**src/rtl/match_timer_pkg.sv**
```systemverilog
// Package: register offsets, control field positions and source codes
// shared by the timer submodules. Assumes a byte-addressed register bus.
package match_timer_pkg;
    localparam int OFF_CTRL = 'h00;
    localparam int OFF_DIV  = 'h04;
    localparam int OFF_STAT = 'h08;
    localparam int OFF_IEN  = 'h0C;
    localparam int OFF_CMP  = 'h10;
    localparam int OFF_CNT  = 'h24;

    localparam int B_RUN     = 0;
    localparam int B_WAITRUN = 3;
    localparam int B_SRC     = 6;
    localparam int SRC_W     = 3;
    localparam int B_FREE    = 9;
    localparam int B_XEN     = 10;

    localparam logic [31:0] CTRL_MASK = 32'h0000_07C9;

    typedef enum logic [SRC_W-1:0] {
        SRC_NONE = 3'd0,
        SRC_BUS  = 3'd1,
        SRC_PER  = 3'd2,
        SRC_XTAL = 3'd5
    } src_e;
endpackage

```
**src/rtl/match_timer_prescaler.sv**
```systemverilog
// Divide-by-(div+1) strobe divider. Emits a strobe in the same cycle as the
// input strobe that completes a group. Assumes clr is held while stopped.
module match_timer_prescaler #(
    parameter int W = 12
) (
    input  logic         clk,
    input  logic         rst_n,
    input  logic         clr,
    input  logic         stb_in,
    input  logic [W-1:0] div,
    output logic         stb_out
);
    logic [W-1:0] cnt_q;
    logic         last;

    // Group complete when count has reached the divide value (or passed it after a rewrite).
    assign last    = (cnt_q >= div);
    assign stb_out = stb_in && last;

    // Advance the group count on every input strobe.
    always_ff @(posedge clk) begin
        if (!rst_n || clr) begin
            cnt_q <= '0;
        end else if (stb_in) begin
            cnt_q <= last ? '0 : cnt_q + 1'b1;
        end
    end
endmodule

```
**src/rtl/match_timer_clksel.sv**
```systemverilog
// Source selection and division. The crystal strobe passes its own divider,
// then the chosen source passes the general divider to form the counter tick.
// Assumes all sources are single-cycle strobes in the clk domain.
module match_timer_clksel
    import match_timer_pkg::*;
#(
    parameter int GEN_W  = 12,
    parameter int XTAL_W = 4
) (
    input  logic              clk,
    input  logic              rst_n,
    input  logic              clr,
    input  logic              run,
    input  src_e              src,
    input  logic              xtal_en,
    input  logic              bus_stb,
    input  logic              per_stb,
    input  logic              xtal_stb,
    input  logic [GEN_W-1:0]  gen_div,
    input  logic [XTAL_W-1:0] xtal_div,
    output logic              tick
);
    logic xtal_in;
    logic xtal_div_stb;
    logic sel_stb;

    assign xtal_in = run && xtal_en && xtal_stb;

    match_timer_prescaler #(.W(XTAL_W)) xtal_pre_i (
        .clk    (clk),
        .rst_n  (rst_n),
        .clr    (clr),
        .stb_in (xtal_in),
        .div    (xtal_div),
        .stb_out(xtal_div_stb)
    );

    // Pick the strobe of the selected source; unknown codes give none.
    always_comb begin
        case (src)
            SRC_BUS:  sel_stb = run && bus_stb;
            SRC_PER:  sel_stb = run && per_stb;
            SRC_XTAL: sel_stb = xtal_div_stb;
            default:  sel_stb = 1'b0;
        endcase
    end

    match_timer_prescaler #(.W(GEN_W)) gen_pre_i (
        .clk    (clk),
        .rst_n  (rst_n),
        .clr    (clr),
        .stb_in (sel_stb),
        .div    (gen_div),
        .stb_out(tick)
    );
endmodule

```
**src/rtl/match_timer_counter.sv**
```systemverilog
// Up-counter with one compare channel. A tick that finds the count equal to
// the compare value raises match; in restart mode that tick loads zero.
module match_timer_counter #(
    parameter int CNT_W = 32
) (
    input  logic             clk,
    input  logic             rst_n,
    input  logic             clr,
    input  logic             tick,
    input  logic             free_run,
    input  logic [CNT_W-1:0] cmp,
    output logic [CNT_W-1:0] cnt,
    output logic             match
);
    logic [CNT_W-1:0] cnt_q;

    assign match = tick && (cnt_q == cmp);
    assign cnt   = cnt_q;

    // Count ticks; restart on match unless free-running.
    always_ff @(posedge clk) begin
        if (!rst_n || clr) begin
            cnt_q <= '0;
        end else if (tick) begin
            cnt_q <= (match && !free_run) ? '0 : cnt_q + 1'b1;
        end
    end
endmodule

```
**src/rtl/match_timer_regs.sv**
```systemverilog
// Register file: control, divider, compare, interrupt enable and the
// write-one-to-clear match flag, plus the combinational read mux.
module match_timer_regs
    import match_timer_pkg::*;
#(
    parameter int CNT_W  = 32,
    parameter int ADDR_W = 8,
    parameter int GEN_W  = 12,
    parameter int XTAL_W = 4
) (
    input  logic              clk,
    input  logic              rst_n,
    input  logic [ADDR_W-1:0] addr,
    input  logic              wr_en,
    input  logic [31:0]       wdata,
    input  logic              match,
    input  logic [CNT_W-1:0]  cnt,
    output logic [31:0]       rdata,
    output logic              ctrl_run,
    output logic              ctrl_waitrun,
    output src_e              ctrl_src,
    output logic              ctrl_free,
    output logic              ctrl_xen,
    output logic [GEN_W-1:0]  gen_div,
    output logic [XTAL_W-1:0] xtal_div,
    output logic [CNT_W-1:0]  cmp,
    output logic              ien,
    output logic              flag
);
    localparam int DIV_W = GEN_W + XTAL_W;
    localparam logic [ADDR_W-1:0] A_CTRL = ADDR_W'(OFF_CTRL);
    localparam logic [ADDR_W-1:0] A_DIV  = ADDR_W'(OFF_DIV);
    localparam logic [ADDR_W-1:0] A_STAT = ADDR_W'(OFF_STAT);
    localparam logic [ADDR_W-1:0] A_IEN  = ADDR_W'(OFF_IEN);
    localparam logic [ADDR_W-1:0] A_CMP  = ADDR_W'(OFF_CMP);
    localparam logic [ADDR_W-1:0] A_CNT  = ADDR_W'(OFF_CNT);

    logic [31:0]      ctrl_q;
    logic [DIV_W-1:0] div_q;
    logic [CNT_W-1:0] cmp_q;
    logic             ien_q;
    logic             flag_q;

    assign ctrl_run     = ctrl_q[B_RUN];
    assign ctrl_waitrun = ctrl_q[B_WAITRUN];
    assign ctrl_src     = src_e'(ctrl_q[B_SRC +: SRC_W]);
    assign ctrl_free    = ctrl_q[B_FREE];
    assign ctrl_xen     = ctrl_q[B_XEN];
    assign gen_div      = div_q[GEN_W-1:0];
    assign xtal_div     = div_q[GEN_W +: XTAL_W];
    assign cmp          = cmp_q;
    assign ien          = ien_q;
    assign flag         = flag_q;

    // Writable configuration registers; undefined bits are dropped.
    always_ff @(posedge clk) begin
        if (!rst_n) begin
            ctrl_q <= '0;
            div_q  <= '0;
            cmp_q  <= '0;
            ien_q  <= 1'b0;
        end else if (wr_en) begin
            if (addr == A_CTRL) ctrl_q <= wdata & CTRL_MASK;
            if (addr == A_DIV)  div_q  <= wdata[DIV_W-1:0];
            if (addr == A_CMP)  cmp_q  <= wdata[CNT_W-1:0];
            if (addr == A_IEN)  ien_q  <= wdata[0];
        end
    end

    // Match flag: a new match wins over a same-cycle clear.
    always_ff @(posedge clk) begin
        if (!rst_n) begin
            flag_q <= 1'b0;
        end else if (match) begin
            flag_q <= 1'b1;
        end else if (wr_en && addr == A_STAT && wdata[0]) begin
            flag_q <= 1'b0;
        end
    end

    // Read mux; unmapped offsets return zero.
    always_comb begin
        case (addr)
            A_CTRL:  rdata = ctrl_q;
            A_DIV:   rdata = 32'(div_q);
            A_STAT:  rdata = {31'd0, flag_q};
            A_IEN:   rdata = {31'd0, ien_q};
            A_CMP:   rdata = 32'(cmp_q);
            A_CNT:   rdata = 32'(cnt);
            default: rdata = 32'd0;
        endcase
    end
endmodule

```
**src/rtl/match_timer.sv**
```systemverilog
// Top of the compare-match timer. Ties the register file, source/divider
// chain and counter together. Assumes one clock domain with source strobes.
module match_timer
    import match_timer_pkg::*;
#(
    parameter int CNT_W  = 32,
    parameter int ADDR_W = 8,
    parameter int GEN_W  = 12,
    parameter int XTAL_W = 4
) (
    input  logic              clk,
    input  logic              rst_n,
    input  logic              bus_stb,
    input  logic              per_stb,
    input  logic              xtal_stb,
    input  logic              wait_mode,
    input  logic [ADDR_W-1:0] addr,
    input  logic              wr_en,
    input  logic [31:0]       wdata,
    output logic [31:0]       rdata,
    output logic              irq
);
    logic              ctrl_en;
    logic              wait_run;
    src_e              src_sel;
    logic              free_run;
    logic              xtal_en;
    logic [GEN_W-1:0]  gen_div;
    logic [XTAL_W-1:0] xtal_div;
    logic [CNT_W-1:0]  cmp_val;
    logic [CNT_W-1:0]  cnt_val;
    logic              cnt_match;
    logic              cnt_tick;
    logic              irq_en;
    logic              match_flag;
    logic              running;

    assign running = ctrl_en && (!wait_mode || wait_run);
    assign irq     = match_flag && irq_en;

    match_timer_regs #(
        .CNT_W(CNT_W), .ADDR_W(ADDR_W), .GEN_W(GEN_W), .XTAL_W(XTAL_W)
    ) regs_i (
        .clk         (clk),
        .rst_n       (rst_n),
        .addr        (addr),
        .wr_en       (wr_en),
        .wdata       (wdata),
        .match       (cnt_match),
        .cnt         (cnt_val),
        .rdata       (rdata),
        .ctrl_run    (ctrl_en),
        .ctrl_waitrun(wait_run),
        .ctrl_src    (src_sel),
        .ctrl_free   (free_run),
        .ctrl_xen    (xtal_en),
        .gen_div     (gen_div),
        .xtal_div    (xtal_div),
        .cmp         (cmp_val),
        .ien         (irq_en),
        .flag        (match_flag)
    );

    match_timer_clksel #(.GEN_W(GEN_W), .XTAL_W(XTAL_W)) clksel_i (
        .clk     (clk),
        .rst_n   (rst_n),
        .clr     (!ctrl_en),
        .run     (running),
        .src     (src_sel),
        .xtal_en (xtal_en),
        .bus_stb (bus_stb),
        .per_stb (per_stb),
        .xtal_stb(xtal_stb),
        .gen_div (gen_div),
        .xtal_div(xtal_div),
        .tick    (cnt_tick)
    );

    match_timer_counter #(.CNT_W(CNT_W)) counter_i (
        .clk     (clk),
        .rst_n   (rst_n),
        .clr     (!ctrl_en),
        .tick    (cnt_tick),
        .free_run(free_run),
        .cmp     (cmp_val),
        .cnt     (cnt_val),
        .match   (cnt_match)
    );
endmodule

```
**config.mk**
```make
export PLATFORM = sky130hd
export DESIGN_NAME = match_timer
export DESIGN_NICKNAME = d
export VERILOG_FILES = /design/src/rtl/match_timer_pkg.sv /design/src/rtl/match_timer_prescaler.sv /design/src/rtl/match_timer_clksel.sv /design/src/rtl/match_timer_counter.sv /design/src/rtl/match_timer_regs.sv /design/src/rtl/match_timer.sv
export SDC_FILE = /design/constraint.sdc
export NUM_CORES = 1
export LEC_CHECK = 0
export ABC_AREA = 1
export CORE_UTILIZATION = 40
export DETAILED_ROUTE_END_ITERATION = 12
export GPL_TIMING_DRIVEN = 0
export HOLD_SLACK_MARGIN = 0.1
export SETUP_SLACK_MARGIN = 0.05
export SLEW_MARGIN = 40
export SYNTH_ARGS = -nofsm -noshare
export SYNTH_HDL_FRONTEND = slang
export SYNTH_HIERARCHICAL = 1
export SYNTH_SLANG_ARGS = --single-unit
```
**constraint.sdc**
```tcl
create_clock -name clk -period 2.4 [get_ports clk]
set_input_delay 0.36 -clock clk [delete_from_list [all_inputs] [get_ports clk]]
set_output_delay 0.36 -clock clk [all_outputs]
set_load 0.01 [all_outputs]
```
; ---- Word level (Yosys, flattened, before mapping)
; Index checks and enable logic that the tools add are counted.
[word_totals]
register_bits = 105
input_bits = 47
[classes]
n_reduce_logical = 24
addsub = 3
magnitude_cmp = 2
n_eq_ne = 9
n_mux = 7
[ops]
columns = cell, count
row1 = $pmux 32 s6, 1
row2 = $add 32x1->32 const B, 1
row3 = $eq 32x32->1, 1
row4 = $mux 32, 1
row5 = $eq 8x4->1 const B, 2
row6 = $add 12x1->12 const B, 1
row7 = $ge 12x12->1, 1
row8 = $logic_and 1x1->1, 12
row9 = $mux 12, 1
row10 = $eq 8x3->1 const B, 1
row11 = $eq 8x5->1 const B, 1
row12 = $eq 8x6->1 const B, 1
row13 = $logic_not 8->1, 1
row14 = $reduce_and 2->1, 4
row15 = $add 4x1->4 const B, 1
row16 = $ge 4x4->1, 1
row17 = $logic_not 1->1, 4
row18 = $mux 4, 1
row19 = $eq 3x1->1 const B, 1
row20 = $eq 3x2->1 const B, 1
row21 = $eq 3x3->1 const B, 1
row22 = $pmux 1 s3, 1
row23 = $logic_or 1x1->1, 2
row24 = $mux 1, 2
row25 = $reduce_bool 2->1, 1

; ---- Depth between registers and ports, before layout
[depth]
depth_word = 11
ltp_mapped = 26
ltp_nobuf = 24

; ---- Hierarchy
; Netlist, hierarchy kept.
[modules_own_cells]
columns = mod, instances, area_per_inst_um2, cells_each, seq_area_each_um2
row1 = match_timer_regs, 1, 3100.5, 513, 1141.1
row2 = match_timer_counter, 1, 2471.1, 422, 640.6
row3 = match_timer_prescaler (clksel_i.gen_pre_i), 1, 949.7, 136, 240.2
row4 = match_timer_prescaler (clksel_i.xtal_pre_i), 1, 289.0, 38, 80.1
row5 = match_timer_clksel, 1, 50.0, 12, 0.0
row6 = match_timer, 1, 23.8, 5, 0.0

; ---- Least setup slack after synthesis
; No wires, ideal clock.
[synth_path]
path_type = reg2reg
from = register regs_i.div_q[15]
to = register counter_i.cnt_q[30] (netlist: counter_i/cnt[30])
synth_period_minus_slack_ps = 2617
setup_time_ps = 114
path_buffers = 2
path_stages_with_launch = 26
t_arrival_ps = 2503
slack_ps = -217
cell_sequence = dfxtp_1 -> inv_1 -> ha_1 -> nand2_1 -> inv_1 -> nand2_1 -> nand3_1 -> nand2_1 -> inv_1 -> nand2_1 -> nand2_1 -> nand3_1 -> nor2_1 -> buf_4 -> nand2_1 -> inv_1 -> inv_4 -> nor2_1 -> nand3_1 -> nor2_1 -> nand2_1 -> nor2_1 -> nand3_2 -> nand2_2 -> buf_6 -> nor2_1
[synth_between]
elab_chain_cells = 7
[synth_lines]
columns = item, line_no
row1 = "start, declared", match_timer_regs.sv:39  ; logic [DIV_W-1:0] div_q;
row2 = "start signal, assigned", match_timer_regs.sv:64  ; if (addr == A_DIV) div_q <= wdata[DIV_W-1:0];
row3 = $ge 4x4->1 *, match_timer_prescaler.sv:17  ; assign last = (cnt_q >= div);
row4 = $logic_and 1x1->1 *, match_timer_prescaler.sv:18  ; assign stb_out = stb_in && last;
row5 = via clksel_i.xtal_div_stb, match_timer_clksel.sv:24  ; logic xtal_div_stb;
row6 = $pmux 1 s3 *, match_timer_clksel.sv:40  ; case (src)
row7 = via clksel_i.sel_stb, match_timer_clksel.sv:25  ; logic sel_stb;
row8 = $logic_and 1x1->1 *, match_timer_prescaler.sv:18
row9 = via cnt_tick, match_timer.sv:33  ; logic cnt_tick;
row10 = $logic_and 1x1->1, match_timer_counter.sv:17  ; assign match = tick && (cnt_q == cmp);
row11 = $logic_and 1x1->1, match_timer_counter.sv:25  ; cnt_q <= (match && !free_run) ? '0 : cnt_q + 1'b1;
row12 = $mux 32, match_timer_counter.sv:25
row13 = "end signal, assigned", match_timer_counter.sv:25
row14 = "end, declared", match_timer_counter.sv:15  ; logic [CNT_W-1:0] cnt_q;
; Mark *: on every way through the listed nets, which the timed path passes. The rest lies on a longest branch.
; A chain may end at the register's enable or synchronous reset.

; ---- Final worst setup path
[layout_path]
from = register regs_i.div_q[13]
to = register counter_i.cnt_q[8] (netlist: counter_i/cnt[8])
; The elaborated chain is that of the path after synthesis.

==> results.py <==
metrics = {
    "power_and_ir_drop": {
        "power.share.sequential_pct": 50.5,
        "power.clock.fraction_pct": 43.1,
        "power_frac_comb_pct": 6.4,
        "power_report.internal_total_uw": 2590,
        "p_sw_share_pct": 25.1,
        "leakage_uw": 0.00410,
        "vdd_drop_max_uv": 356,
        "p_sw_uw": 866,
        "power_per_cell_area_nw_per_um2": 389,
    },
    "placement": {
        "gp_routability_congestion": 0.860,
        "portBuffers": 79,
        "hpwlAfterDp_um": 17000,
    },
    "synth": {
        "synth.area.top_cells": "sky130_fd_sc_hd__dfxtp_1, sky130_fd_sc_hd__nand2_1, sky130_fd_sc_hd__nor2_1",
        "number_of_nets_in_the_synthesized_netlist": 1192,
        "synth_area_per_cell_sq_um": 6.11,
        "synth.yosys.warnings": 6,
        "yosys.area.top_type": "sky130_fd_sc_hd__dfxtp_1",
        "synth_ff_type": "sky130_fd_sc_hd__dfxtp_1",
        "ys_types": 42,
        "post_synth_most_frequent_cells": "sky130_fd_sc_hd__nand2_1, sky130_fd_sc_hd__nor2_1, sky130_fd_sc_hd__inv_1",
        "synth.most_common_cell": "sky130_fd_sc_hd__nand2_1",
        "synth_async_sr_flop_share_pct": 0,
        "synthesis.instances": 1126,
        "ys_seq_area_share_pct": 30.5,
        "number_of_enable_flip_flop_cells_after_synthesis": 0,
        "synth.ff_latch_count": 105,
        "synth.cell_area_sq_um": 6880,
        "post-synth-top-area-fraction_pct": 30.5,
    },
    "sta": {
        "period_share_pct": 110,
        "achievable-frequency_ghz": 0.377,
        "setup_repair_after_global_routing_missed_its_margin": "true",
        "totalNegativeSetupSlack_ps": -6920,
        "final_hold_viol_count": 0,
        "hold_slack_ps": 488,
        "final-setup-viol-count": 33,
        "tightest_slew_ps": 592,
        "worst_slew_margin_rel_pct": 60.6,
        "final-max-slew-violation-count": 0,
        "postLayoutSetupSlackWorst_ps": -252,
        "timing.clock.skew_ps": 10.4,
        "final_period_minus_worst_setup_slack_ps": 2650,
    },
    "cells_and_area": {
        "insertedDiodeCount": 0,
        "drive_above_1_share_pct": 15.1,
        "final_net_count": 1323,
        "area_overhead_of_the_layout_relative_to_synthesis_pct": 29.1,
    },
    "setup_path": {
        "critical_path.startpoint_type": "register",
        "crit_path_frequent_cell": "sky130_fd_sc_hd__nand2_1",
        "critical_path.slowest_cell": "sky130_fd_sc_hd__dfxtp_2",
        "cp_data_arrival_time_ps": 2910,
        "critical_path.top_delay_family": "simple AND/OR/NAND/NOR gates",
        "worst-path-max-fanout": 10,
        "required_ps": 2660,
        "timing.critical_path.buf_inv": 8,
        "timing.setup.critical_path_class": "register to register",
        "worstSetupEndpointType": "register",
        "critical_path.max_stage_delay_ps": 350,
    },
    "clock_network": {
        "max-clock-path-buffers": 2,
        "tritoncts": "built",
        "number_of_cts_inserted_buffers": 9,
        "ctsRootBufferMaster": "sky130_fd_sc_hd__clkbuf_16",
        "htree_levels": 3,
        "worst_setup_hold_path_clk_slew_ps": 70,
        "worstSkewPairLatency_ps": 370,
        "cts_sinks": 105,
    },
    "run": {
        "cap_viol_max_count": 0,
    },
    "floorplan": {
        "placement_rows": 47,
        "floorplan.die.width_um": 133,
        "design.portCount": 80,
        "fp.dieArea_sq_um": 17700,
        "initial_core_util_pct": 41.2,
        "floorplan.core_area_sq_um": 16700,
        "dieHeight_um": 133,
    },
    "route": {
        "top_layer_used": "met4",
        "first_iter_violations": 463,
        "drt-wirelength-per-cell_um": 15.0,
        "routed-wl-met2_um": 10500,
        "met3_length_um": 998,
        "detailroute.via_count": 7281,
        "wl_met1_um": 10100,
        "firstDrtPassIters": 7,
        "number_of_antenna_violating_nets_in_the_routed_design": 0,
        "remaining_drc_errors": 0,
        "post_drt_via_cell_ratio": 4.91,
        "totalWireLength_um": 22300,
    },
    "grt": {
        "grt_usage_pct": 25.6,
        "wire_length_of_the_first_global_routing_pass_um": 35100,
        "antenna_found_initial": 0,
        "grt_max_degree": 19,
        "number_of_global_route_vias_before_repair": 6698,
        "gr-total-overflow": 0,
    },
    "run_status": {
        "failed_checks": "negative setup slack",
        "run_status": "complete, but fails checks",
    },
    "worst_hold_path": {
        "hp-class": "register to register",
    },
}
-- flip-flops by register name, summed over array words and instances (netlist names) --
signal,flops
regs_i/ien,1
clksel_i/gen_pre_i/cnt_q,12
regs_i/cmp,32
regs_i/ctrl_q,7
clksel_i/xtal_pre_i/cnt_q,4
regs_i/div_q,16
counter_i/cnt,32
regs_i/flag,1
-- layout by cell type, fill, tap and decap left out, types with 5 or more instances in the layout --
cell type	n
sky130_fd_sc_hd__a21oi_1	10
sky130_fd_sc_hd__buf_2	12
sky130_fd_sc_hd__buf_4	36
sky130_fd_sc_hd__buf_6	18
sky130_fd_sc_hd__clkbuf_1	7
sky130_fd_sc_hd__clkbuf_16	10
sky130_fd_sc_hd__clkbuf_2	6
sky130_fd_sc_hd__clkdlybuf4s50_1	40
sky130_fd_sc_hd__dfxtp_1	100
sky130_fd_sc_hd__dfxtp_2	5
sky130_fd_sc_hd__dlygate4sd2_1	17
sky130_fd_sc_hd__ha_1	16
sky130_fd_sc_hd__inv_1	167
sky130_fd_sc_hd__inv_2	5
sky130_fd_sc_hd__nand2_1	327
sky130_fd_sc_hd__nand2_2	9
sky130_fd_sc_hd__nand2_4	5
sky130_fd_sc_hd__nand3_1	96
sky130_fd_sc_hd__nand3_2	9
sky130_fd_sc_hd__nand4_1	34
sky130_fd_sc_hd__nor2_1	181
sky130_fd_sc_hd__nor2_2	23
sky130_fd_sc_hd__nor2_4	10
sky130_fd_sc_hd__nor3_1	12
sky130_fd_sc_hd__o21ai_0	10
sky130_fd_sc_hd__xnor2_1	6
sky130_fd_sc_hd__xor2_1	22
-- what timing repair did --
item                                    in CTS  in global routing
resized for setup                          121                 53
cloned                                       1                  2
endpoints found under the setup margin      65                 65
buffers inserted                            25                 14
hold buffers                                 0                  0
pin swaps                                   16                 21
-- per-stage QoR --
stage	utilization, %	instance area, sq um	setup slack (ps)	total power (uW)	instances
after floorplan	-	6920	35.7	1880	1126
after global placement	47.8	7990	-778	1990	1425
after detailed placement	47.8	7990	-783	1990	1425
after CTS	52.1	8700	-257	3490	1466
after global routing	53.2	8880	-412	3600	1482
final	53.2	8880	-252	3450	1482
-- layer usage --
layer / GRT usage (%) / vias to the layer above
li1: - / 3729
met1: 33.3 / 3321
met2: 42.8 / 193
met3: 4.64 / 38
met4: 8.46 / 0
met5: 0 / -
-- cell families after synthesis --
kind of cell    after synthesis  synth area share (%)
buf+inv                     210                  12.9
xor+xnor                     30                  3.82
mux                           2                 0.291
compound gates               29                  2.36
flops                       105                  30.5
fa+ha+maj                    19                  3.45
simple gates                731                  46.7
-- tightest hold or removal path: stages (launching register included) --
cell	delay, ps
sky130_fd_sc_hd__dfxtp_1	320
sky130_fd_sc_hd__nand2_1	60
sky130_fd_sc_hd__a21boi_1	60
-- final timing paths --
check,from,to,slack [ps],cells after the start
hold reg to reg,regs_i/flag,regs_i/flag,490,2
setup / recovery,regs_i/div_q[13],counter_i/cnt[8],-250,26
hold / removal,regs_i/flag,regs_i/flag,490,2
setup reg to reg,regs_i/div_q[13],counter_i/cnt[8],-250,26
-- power by group through the flow --
| stage | logic (uW) | clock network (uW) | registers [uW] |
|---|---|---|---|
| 3_5_place_dp | 208 | 0 | 1790 |
| 3_3_place_gp | 207 | 0 | 1790 |
| 5_1_grt | 242 | 1610 | 1740 |
| 2_1_floorplan | 92.2 | 0 | 1780 |
| 6_report | 223 | 1490 | 1740 |
| 4_1_cts | 219 | 1530 | 1740 |
-- layout make-up --
cell class              instances  area, sq um
multi-input cells             811         4150
inverters                     174          678
plain buffers                  35          284
flip-flops and latches        105         2110
clock inverters                 6         48.8
well taps                     220          275
clock buffers                  10          239
fillers                      1776         7820
repair buffers                121         1100
Note: power is estimated with default switching activity, not from simulation.
